## config.mk

```make
export PLATFORM = sky130hd
export DESIGN_NAME = ping_pong_capture
export DESIGN_NICKNAME = d
export VERILOG_FILES = /design/src/rtl/cap_pkg.sv /design/src/rtl/cap_sync_edge.sv /design/src/rtl/cap_seq.sv /design/src/rtl/cap_fifo.sv /design/src/rtl/ping_pong_capture.sv
export SDC_FILE = /design/constraint.sdc
export NUM_CORES = 1
export LEC_CHECK = 0
export ABC_AREA = 1
export BUFFER_PORTS_ARGS = -buffer_cell sky130_fd_sc_hd__buf_2
export CORE_ASPECT_RATIO = 0.5
export CORE_MARGIN = 4
export CORE_UTILIZATION = 50
export CTS_CLUSTER_SIZE = 40
export DETAILED_ROUTE_END_ITERATION = 10
export PLACE_DENSITY = 0.81
export SLEW_MARGIN = 10
export SYNTH_ARGS = -nofsm -noshare
export SYNTH_HDL_FRONTEND = slang
export SYNTH_SLANG_ARGS = --single-unit
```

## constraint.sdc

```tcl
create_clock -name clk -period 5.83 [get_ports clk]
set_input_delay 1.4575 -clock clk [delete_from_list [all_inputs] [get_ports clk]]
set_output_delay 1.4575 -clock clk [all_outputs]
set_load 0.1 [all_outputs]
```

## src/rtl/cap_pkg.sv

```systemverilog
// Shared types and helpers for the ping-pong capture block.
// Assumes edge codes are two bits wide.
package cap_pkg;

    typedef enum logic [1:0] {
        EDGE_OFF  = 2'b00,
        EDGE_FALL = 2'b01,
        EDGE_RISE = 2'b10,
        EDGE_ANY  = 2'b11
    } edge_sel_e;

    // Does a detected transition match the selected polarity?
    function automatic logic edge_match(edge_sel_e sel, logic rise, logic fall);
        case (sel)
            EDGE_FALL: edge_match = fall;
            EDGE_RISE: edge_match = rise;
            EDGE_ANY:  edge_match = rise | fall;
            default:   edge_match = 1'b0;
        endcase
    endfunction

endpackage

```

## src/rtl/cap_sync_edge.sv

```systemverilog
// Synchronizer plus edge detector for an asynchronous line.
// STAGES flops resynchronize din. One more flop holds the previous
// synchronized level. rise/fall are single-cycle pulses.
module cap_sync_edge #(
    parameter int STAGES = 2
) (
    input  logic clk,
    input  logic rst_n,
    input  logic din,
    output logic rise,
    output logic fall
);
    logic [STAGES:0] sh;

    // Shift the line through the synchronizer and the history flop.
    always_ff @(posedge clk) begin
        if (!rst_n) sh <= '0;
        else        sh <= {sh[STAGES-1:0], din};
    end

    assign rise = sh[STAGES-1] & ~sh[STAGES];
    assign fall = ~sh[STAGES-1] & sh[STAGES];
endmodule

```

## src/rtl/cap_seq.sv

```systemverilog
// Arm and turn sequencer for the two capture circuits.
// When both circuits are enabled, the one selected by 'turn' is armed.
// A single enabled circuit is always the armed one. A control write
// takes priority over a capture in the same cycle.
module cap_seq (
    input  logic       clk,
    input  logic       rst_n,
    input  logic       ctrl_we,
    input  logic       ctrl_arm,
    input  logic       oneshot,
    input  logic [1:0] en,
    input  logic [1:0] hit,
    output logic       arm,
    output logic [1:0] push
);
    logic turn;
    logic sel;
    logic fire;
    logic last;

    // Pick the armed circuit and decide whether it captures now.
    always_comb begin
        if (en == 2'b11)      sel = turn;
        else if (en == 2'b10) sel = 1'b1;
        else                  sel = 1'b0;
        fire = arm && !ctrl_we && en[sel] && hit[sel];
        push = fire ? (2'b01 << sel) : 2'b00;
        last = (en != 2'b11) || turn;
    end

    // Update the arm bit and the turn pointer.
    always_ff @(posedge clk) begin
        if (!rst_n) begin
            arm  <= 1'b0;
            turn <= 1'b0;
        end else if (ctrl_we) begin
            arm <= ctrl_arm;
            if (!ctrl_arm) turn <= 1'b0;
        end else if (fire) begin
            if (last) begin
                turn <= 1'b0;
                if (oneshot) arm <= 1'b0;
            end else begin
                turn <= 1'b1;
            end
        end
    end
endmodule

```

## src/rtl/cap_fifo.sv

```systemverilog
// Small capture FIFO with a word count and a sticky overflow flag.
// A push into a full FIFO is dropped and sets ovf. A pop when the
// FIFO is empty is ignored. clr_ovf clears the flag.
module cap_fifo #(
    parameter int W     = 16,
    parameter int DEPTH = 4,
    localparam int PW   = (DEPTH > 1) ? $clog2(DEPTH) : 1,
    localparam int CW   = $clog2(DEPTH + 1)
) (
    input  logic          clk,
    input  logic          rst_n,
    input  logic          push,
    input  logic [W-1:0]  din,
    input  logic          pop,
    input  logic          clr_ovf,
    output logic [W-1:0]  head,
    output logic [CW-1:0] count,
    output logic          ovf
);
    logic [W-1:0]  mem [DEPTH];
    logic [PW-1:0] wp, rp;
    logic          full, take, drop;

    assign full = (count == CW'(DEPTH));
    assign take = push && !full;
    assign drop = pop && (count != '0);
    assign head = mem[rp];

    // Store accepted words.
    always_ff @(posedge clk) begin
        if (take) mem[wp] <= din;
    end

    // Move the pointers, the count and the overflow flag.
    always_ff @(posedge clk) begin
        if (!rst_n) begin
            wp    <= '0;
            rp    <= '0;
            count <= '0;
            ovf   <= 1'b0;
        end else begin
            if (take) wp <= (wp == PW'(DEPTH - 1)) ? '0 : wp + 1'b1;
            if (drop) rp <= (rp == PW'(DEPTH - 1)) ? '0 : rp + 1'b1;
            count <= count + CW'(take) - CW'(drop);
            if (clr_ovf)          ovf <= 1'b0;
            else if (push && full) ovf <= 1'b1;
        end
    end
endmodule

```

## src/rtl/ping_pong_capture.sv

```systemverilog
// Two-circuit input capture with ping-pong arming.
// Assumes sig_i is asynchronous and alt_evt_i is synchronous to clk.
// timer_i is sampled in the cycle a capture fires.
module ping_pong_capture #(
    parameter int TW    = 16,
    parameter int DEPTH = 4,
    parameter int WMW   = 2,
    localparam int CW   = $clog2(DEPTH + 1)
) (
    input  logic          clk,
    input  logic          rst_n,
    input  logic          ctrl_we,
    input  logic          ctrl_arm,
    input  logic          ctrl_oneshot,
    input  logic [1:0]    ctrl_edge0,
    input  logic [1:0]    ctrl_edge1,
    input  logic          ctrl_alt_sel,
    input  logic [WMW-1:0] ctrl_wmark,
    input  logic [TW-1:0] timer_i,
    input  logic          sig_i,
    input  logic          alt_evt_i,
    input  logic [1:0]    pop_i,
    output logic          arm_o,
    output logic [TW-1:0] head0_o,
    output logic [TW-1:0] head1_o,
    output logic [CW-1:0] cnt0_o,
    output logic [CW-1:0] cnt1_o,
    output logic [1:0]    wm_o,
    output logic [1:0]    ovf_o
);
    import cap_pkg::*;

    logic                 cfg_oneshot;
    logic                 cfg_alt;
    logic [WMW-1:0]       cfg_wmark;
    edge_sel_e            cfg_edge [2];
    logic                 sig_rise, sig_fall;
    logic [1:0]           cap_en, cap_hit, cap_push;
    logic [TW-1:0]        head [2];
    logic [CW-1:0]        cnt  [2];

    // Hold the mode fields loaded by a control write.
    always_ff @(posedge clk) begin
        if (!rst_n) begin
            cfg_oneshot <= 1'b0;
            cfg_alt     <= 1'b0;
            cfg_wmark   <= '0;
            cfg_edge[0] <= EDGE_OFF;
            cfg_edge[1] <= EDGE_OFF;
        end else if (ctrl_we) begin
            cfg_oneshot <= ctrl_oneshot;
            cfg_alt     <= ctrl_alt_sel;
            cfg_wmark   <= ctrl_wmark;
            cfg_edge[0] <= edge_sel_e'(ctrl_edge0);
            cfg_edge[1] <= edge_sel_e'(ctrl_edge1);
        end
    end

    cap_sync_edge #(.STAGES(2)) u_sync (
        .clk(clk), .rst_n(rst_n), .din(sig_i),
        .rise(sig_rise), .fall(sig_fall)
    );

    cap_seq u_seq (
        .clk(clk), .rst_n(rst_n), .ctrl_we(ctrl_we), .ctrl_arm(ctrl_arm),
        .oneshot(cfg_oneshot), .en(cap_en), .hit(cap_hit),
        .arm(arm_o), .push(cap_push)
    );

    for (genvar k = 0; k < 2; k++) begin : g_circ
        // Qualify events per circuit: alternate strobe or polarity match.
        always_comb begin
            cap_en[k]  = (cfg_edge[k] != EDGE_OFF);
            cap_hit[k] = cfg_alt ? alt_evt_i
                                 : edge_match(cfg_edge[k], sig_rise, sig_fall);
        end

        cap_fifo #(.W(TW), .DEPTH(DEPTH)) u_fifo (
            .clk(clk), .rst_n(rst_n), .push(cap_push[k]), .din(timer_i),
            .pop(pop_i[k]), .clr_ovf(ctrl_we),
            .head(head[k]), .count(cnt[k]), .ovf(ovf_o[k])
        );

        assign wm_o[k] = (cnt[k] > CW'(cfg_wmark));
    end

    assign head0_o = head[0];
    assign head1_o = head[1];
    assign cnt0_o  = cnt[0];
    assign cnt1_o  = cnt[1];
endmodule

```

==> results.json, run 1 <==
{
  "crit_path_max_incr_delay_ns": 0.71,
  "via_count_of_the_first_global_routing_pass": 4162,
  "critical_path.max_fanout": 33,
  "place.detailed.instances": 772,
  "ys_types": 30,
  "period_minus_slack_ns": 4.01,
  "setup_viol": 0,
  "leading_cell_types_in_the_layout_fill_and_taps_excluded": "sky130_fd_sc_hd__edfxtp_1, sky130_fd_sc_hd__nor2_1, sky130_fd_sc_hd__o21ai_0",
  "cpMaxStageDelayCell": "sky130_fd_sc_hd__inv_1",
  "drv.max_cap_violation_count": 0,
  "ctsResizeCount": 0,
  "cts-root-buf": "sky130_fd_sc_hd__clkbuf_16",
  "post_synth_xor_area_fraction_pct": 0.134,
  "drt_wl_total_um": 12800,
  "grt_util_all_layers_pct": 17.7,
  "criticalPathCategory": "register to output port",
  "areaGrowthSynthToFinish_pct": 17.8,
  "timing_hold_violations_final": 0,
  "cp_data_required_time_ns": 4.37,
  "numClockSinks": 161,
  "ratio_of_routed_vias_to_standard_cells": 5.24,
  "diode_insertion_count_for_antenna_repair": 0,
  "worst-slew-pin-transition_ns": 0.916,
  "layout_commonest_cell": "sky130_fd_sc_hd__edfxtp_1",
  "synthesis.area_mm2": 0.00653,
  "share_clk_of_total_power_pct": 25.5,
  "switching_share_pct": 49.9,
  "grt_overflow_total": 0,
  "synth.yosys.seq_area_share_pct": 69.6,
  "final_core_utilization_pct": 60.4,
  "power_mw": 4.28,
  "critical_path_buf_inv_count": 3,
  "final_weighted_congestion_in_routability_driven_placement": 0.859,
  "post-cts-setup-buffer-count": 0,
  "synth_top_family_by_area": "compound AO/OA/AOI/OAI gates",
  "ys_ff_latch": 161,
  "maximum_clock_skew_at_final_layout_ns": 0.0126,
  "outcome": "finished clean",
  "rsz0062_at_grt": "no",
  "std_cell_rows": 29,
  "synth_compound_gate_area_share_pct": 10.6,
  "critical-path-top-delay-family": "buffers and inverters",
  "syn_avg_cell_area_um2": 12.1,
  "die_x_um": 170,
  "synth_adder_area_share_pct": 4.44,
  "cts-root-to-sink-buffers": 2,
  "routedWlPerCell_um": 15.9,
  "portBuffers": 74,
  "cts.clk_slew.worst_paths_ns": 0.06,
  "maximum_number_of_pins_on_one_net_before_global_route_repair": 34,
  "setup.worst_path.end_class": "output port",
  "ys.warnings.count": 0,
  "die-area_mm2": 0.0151,
  "placeable_core_region_mm2": 0.0127,
  "ctsHoldBuffers": 0,
  "postSynthNetCount": 593,
  "fmax_mhz": 249,
  "drt_first_iter_violations": 231,
  "power.internal_mw": 2.14,
  "vias": 4209,
  "cts_tree": "built",
  "clk-insertion-delay-late_ns": 0.43,
  "filler_cell_count": 964,
  "drc_errors": 0,
  "number_of_iterations_in_the_first_detailed_routing_pass": 4,
  "postRouteAntennaNets": 0,
  "holdCritPathClass": "register to register",
  "arrival_ns": 2.56,
  "floorplan.io_pins": 75,
  "timing.final.crit_share_pct": 68.8,
  "cts_buffers": 17,
  "combPwrFrac_pct": 42.9,
  "fin_cells": 804,
  "power_frac_seq_pct": 31.6,
  "yosys.area_share.simple_pct": 10.2,
  "grt_pass1_wl_um": 20400,
  "h-tree-depth": 4,
  "power_density_over_the_cells_mw_per_mm2": 555,
  "switchingPower_mw": 2.13,
  "max_slew_margin_pct": 38.9,
  "design.final.nets": 675,
  "floorplan.die.height_um": 88.8,
  "layout-drive-gt1-share_pct": 20.5,
  "critical_path.cell_chain": "buf_4 -> inv_1 -> o21ai_0 -> o22ai_1 -> buf_2",
  "total_leakage_power_nw": 3.03,
  "irDropWorstVdd_v": 0.000340,
  "finalMaxSlewViolations": 0,
  "starting_density_of_the_core_pct": 51.3,
  "synthCells": 539,
  "crit_path_start_kind": "register",
  "initial_antenna_violation_count": 0,
  "reg2reg_setup_slack_ns": 3.30,
  "tns_ns": 0,
  "synth_mux_area_share_pct": 0,
  "detailedPlacementHpwl_um": 8270
}
## path summary, 6_finish.rpt
path	from	end	depth (start not counted)
setup / recovery	register	head1_o[8]	5
hold / removal	u_sync.sh[0]	u_sync.sh[1]	2
setup reg to reg	u_sync.sh[1]	g_circ[1].u_fifo.mem[1][12]	10
hold reg to reg	u_sync.sh[0]	u_sync.sh[1]	2
## sequential cells by signal, summed over array words and instances, names as in the netlist, 2 cells and up, named ones only
name / count
g_circ.u_fifo.mem: 128
g_circ.u_fifo.count: 6
cfg_edge: 4
g_circ.u_fifo.rp: 4
g_circ.u_fifo.wp: 4
u_sync.sh: 3
cfg_wmark: 2
g_circ.u_fifo.ovf: 2
## cell type report
type | instances | area [um^2] | share of cell area, %
inverters | 60 | 225 | 2.93
clock inverters | 15 | 185 | 2.41
flip-flops and latches | 161 | 4540 | 59.0
clock buffers | 17 | 425 | 5.53
well taps | 170 | 213 | 2.76
repair buffers | 84 | 445 | 5.79
multi-input cells | 297 | 1660 | 21.6
## stage by stage
stage | setup slack [ns] | cell area [um^2] | hold WS [ns]
floorplan | 2.11 | 6530 | 0.390
global placement | 2.33 | 7090 | 0.395
detailed placement | 2.23 | 7090 | 0.414
CTS | 1.81 | 7700 | 0.428
global route | 1.65 | 7700 | 0.453
finish | 1.82 | 7700 | 0.419
## worst min-delay path, cell delays in order, from the launching register on
cell and delay [ns]:
sky130_fd_sc_hd__dfxtp_1 0.31, sky130_fd_sc_hd__nand2_1 0.05, sky130_fd_sc_hd__inv_1 0.04
## synth_stat cells
| cell type | n | share of area (%) |
|---|---|---|
| sky130_fd_sc_hd__buf_4 | 3 | 0.34 |
| sky130_fd_sc_hd__nor3_1 | 1 | 0.077 |
| sky130_fd_sc_hd__edfxtp_1 | 132 | 61 |
| sky130_fd_sc_hd__o21ai_2 | 1 | 0.13 |
| sky130_fd_sc_hd__ha_1 | 20 | 3.8 |
| sky130_fd_sc_hd__o22ai_1 | 32 | 3.1 |
| sky130_fd_sc_hd__o21ai_1 | 2 | 0.15 |
| sky130_fd_sc_hd__nor2_2 | 1 | 0.096 |
| sky130_fd_sc_hd__nand4_4 | 2 | 0.65 |
| sky130_fd_sc_hd__o31ai_1 | 2 | 0.23 |
| sky130_fd_sc_hd__inv_2 | 1 | 0.057 |
| sky130_fd_sc_hd__nand3_4 | 1 | 0.27 |
| sky130_fd_sc_hd__nand3_1 | 8 | 0.61 |
| sky130_fd_sc_hd__nand3b_1 | 1 | 0.11 |
| sky130_fd_sc_hd__dfxtp_1 | 29 | 8.9 |
| sky130_fd_sc_hd__nand2_1 | 30 | 1.7 |
| sky130_fd_sc_hd__nand4_1 | 2 | 0.19 |
| sky130_fd_sc_hd__inv_1 | 59 | 3.4 |
| sky130_fd_sc_hd__a21oi_2 | 1 | 0.13 |
| sky130_fd_sc_hd__nand2_2 | 3 | 0.29 |
| sky130_fd_sc_hd__clkbuf_1 | 16 | 0.92 |
| sky130_fd_sc_hd__o21bai_1 | 1 | 0.11 |
| sky130_fd_sc_hd__o21ai_0 | 76 | 5.8 |
| sky130_fd_sc_hd__nor2_1 | 95 | 5.5 |
| sky130_fd_sc_hd__fa_1 | 2 | 0.61 |
| sky130_fd_sc_hd__a21oi_1 | 9 | 0.69 |
| sky130_fd_sc_hd__buf_6 | 2 | 0.34 |
| sky130_fd_sc_hd__nor2_4 | 4 | 0.69 |
| sky130_fd_sc_hd__o211a_1 | 2 | 0.31 |
| sky130_fd_sc_hd__xor2_1 | 1 | 0.13 |
## power by group through the flow
stage	logic [mW]	clock network, mW	registers, mW
6_report	1.83	1.09	1.35
5_1_grt	1.93	1.16	1.36
4_1_cts	1.84	1.11	1.35
3_5_place_dp	1.84	0	1.38
3_3_place_gp	1.81	0	1.37
2_1_floorplan	1.45	0	1.46
## logic make-up after synthesis
logic type	after synthesis
flops	161
fa+ha+maj	22
compound gates	126
xor+xnor	1
simple gates	148
buf+inv	81
## layer usage
layer  GRT usage [%]  vias to the layer above  part of all wire (%)
met4            7.60                        0                   1.4
met5               0                        -                     0
met1            21.8                     2008                    43
met3            4.02                       21                   5.5
li1                -                     2055                     -
met2            30.5                      125                    50
(Power assumes the default switching activity.)
==> run 2, diff against run 1 <==
==> constraint.sdc (replaced) <==
create_clock -name clk -period 4 [get_ports clk]
set_input_delay 1 -clock clk [delete_from_list [all_inputs] [get_ports clk]]
set_output_delay 1 -clock clk [all_outputs]
set_load 0.1 [all_outputs]
==> run 2 against run 1 <==
Die area unchanged. Largest cell class unchanged. Clock skew down 0.0049 ns. Highest routed layer unchanged. Largest power group unchanged. Worst setup slack worse by 1.1 ns.
==> results.json, run 2 (synthesized netlist as in run 1, its figures left out) <==
{
  "ctsResizeCount": 0,
  "preCtsSetupSlack_ns": 1.09,
  "numClockSinks": 161,
  "setup_viol": 0,
  "floorplan.io_pins": 75,
  "grt_util_all_layers_pct": 17.5,
  "via_count_of_the_first_global_routing_pass": 4139,
  "initial_antenna_violation_count": 0,
  "cts.clk_slew.worst_paths_ns": 0.06,
  "outcome": "finished clean",
  "critical_path.max_fanout": 17,
  "max_slew_margin_pct": 40.4,
  "criticalPathCategory": "register to output port",
  "tns_ns": 0,
  "areaGrowthSynthToFinish_pct": 17.4,
  "leading_cell_types_in_the_layout_fill_and_taps_excluded": "sky130_fd_sc_hd__edfxtp_1, sky130_fd_sc_hd__nor2_1, sky130_fd_sc_hd__o21ai_0",
  "power_density_over_the_cells_mw_per_mm2": 810,
  "multi_input_comb_area_mm2": 0.00166,
  "cts_buffers": 17,
  "vias": 4200,
  "drv.max_cap_violation_count": 0,
  "period_minus_slack_ns": 3.24,
  "arrival_ns": 2.24,
  "clk-insertion-delay-late_ns": 0.42,
  "h-tree-depth": 4,
  "largest_reg_flops": 128,
  "std_cell_rows": 29,
  "fmax_mhz": 308,
  "portBuffers": 74,
  "die_x_um": 170,
  "grt_overflow_total": 0,
  "layout_commonest_cell": "sky130_fd_sc_hd__edfxtp_1",
  "holdCritPathClass": "register to register",
  "diode_insertion_count_for_antenna_repair": 0,
  "drt_wl_total_um": 12700,
  "total_leakage_power_nw": 3.02,
  "crit_path_start_kind": "register",
  "maximum_number_of_pins_on_one_net_before_global_route_repair": 33,
  "worst-slew-pin-transition_ns": 0.893,
  "ctsHoldBuffers": 0,
  "grt_pass1_wl_um": 20000,
  "fin_cells": 805,
  "finalMaxSlewViolations": 0,
  "final_weighted_congestion_in_routability_driven_placement": 0.797,
  "filler_cell_count": 930,
  "number_of_iterations_in_the_first_detailed_routing_pass": 6,
  "routedWlPerCell_um": 15.8,
  "drc_errors": 0,
  "rsz0062_at_grt": "no",
  "floorplan.die.height_um": 88.8,
  "post-cts-setup-buffer-count": 0,
  "timing_hold_violations_final": 0,
  "area_taken_by_flip_flops_and_latches_mm2": 0.00454,
  "drt_first_iter_violations": 336,
  "postRouteAntennaNets": 0,
  "cp_data_required_time_ns": 3.00,
  "cts-root-buf": "sky130_fd_sc_hd__clkbuf_16",
  "setup.worst_path.end_class": "output port",
  "timing.final.crit_share_pct": 81.1,
  "irDropWorstVdd_v": 0.000537,
  "detailedPlacementHpwl_um": 8190,
  "design.final.nets": 676,
  "maximum_clock_skew_at_final_layout_ns": 0.00774,
  "starting_density_of_the_core_pct": 51.3,
  "place.detailed.instances": 773,
  "cts-root-to-sink-buffers": 2,
  "placeable_core_region_mm2": 0.0127,
  "die-area_mm2": 0.0151,
  "final.setup.worst_slack_ns": 0.756,
  "layout-drive-gt1-share_pct": 20.3,
  "cts_tree": "built",
  "largest-register": "g_circ.u_fifo.mem",
  "ratio_of_routed_vias_to_standard_cells": 5.22,
  "largestRegisters": "g_circ.u_fifo.mem (128), g_circ.u_fifo.count (6)"
}
## run 2: cell count changes in the layout (fill, tap and decap cells not counted)
cell,before,now
sky130_fd_sc_hd__clkinv_1,0,1
sky130_fd_sc_hd__clkbuf_1,0,1
sky130_fd_sc_hd__inv_8,4,3
sky130_fd_sc_hd__buf_4,10,11
sky130_fd_sc_hd__bufinv_16,0,1
sky130_fd_sc_hd__inv_6,2,5
sky130_fd_sc_hd__clkinv_8,6,0
sky130_fd_sc_hd__clkinv_4,2,3
## run 2: through the flow
| step | utilization, % | hold slack [ns] | total power, mW | area [um^2] |
|---|---|---|---|---|
| after global routing | 60.2 | 0.441 | 6.47 | 7670 |
| after global placement | 55.7 | 0.394 | 4.64 | 7090 |
| after floorplan | - | 0.390 | 4.23 | 6530 |
| final | 60.2 | 0.411 | 6.21 | 7670 |
| after CTS | 60.2 | 0.412 | 6.25 | 7670 |
| after detailed placement | 55.7 | 0.397 | 4.68 | 7090 |
## run 2: worst paths after layout
kind                                    from                         to  slack [ns]  cells past startpoint
worst max-delay path                register                head1_o[12]        0.76                      4
worst min-delay path            u_sync.sh[0]               u_sync.sh[1]        0.41                      2
worst max register to register  u_sync.sh[1]  g_circ[0].u_fifo.count[2]        1.67                     14
worst min register to register  u_sync.sh[0]               u_sync.sh[1]        0.41                      2
## run 2: area by class of cell
cell class / count / share of cell area, %
repair buffers: 85 / 5.91
clock inverters: 14 / 1.89
multi-input cells: 297 / 21.6
flip-flops and latches: 161 / 59.3
well taps: 170 / 2.77
clock buffers: 18 / 5.60
inverters: 60 / 2.94
## run 2: worst max-delay path, cell delays in order, from the launching register on
cell	delay [ns]
sky130_fd_sc_hd__dfxtp_1	0.49
sky130_fd_sc_hd__inv_1	0.46
sky130_fd_sc_hd__o21ai_0	0.18
sky130_fd_sc_hd__o22ai_1	0.22
sky130_fd_sc_hd__buf_2	0.47
## run 2: power breakdown
| part | leakage (nW) | switching [mW] | internal [mW] |
|---|---|---|---|
| Sequential | 1.43 | 0.0919 | 1.88 |
| Clock | 0.280 | 0.686 | 0.880 |
| Combinational | 1.31 | 2.27 | 0.409 |
## run 2: per-layer routing
metal | up-vias | global-route usage, % | wire (um)
li1 | 2061 | - | -
met3 | 18 | 5.00 | 652
met4 | 0 | 6.65 | 215
met2 | 129 | 30.9 | 6370
met1 | 1992 | 20.7 | 5450
met5 | - | 0 | 0
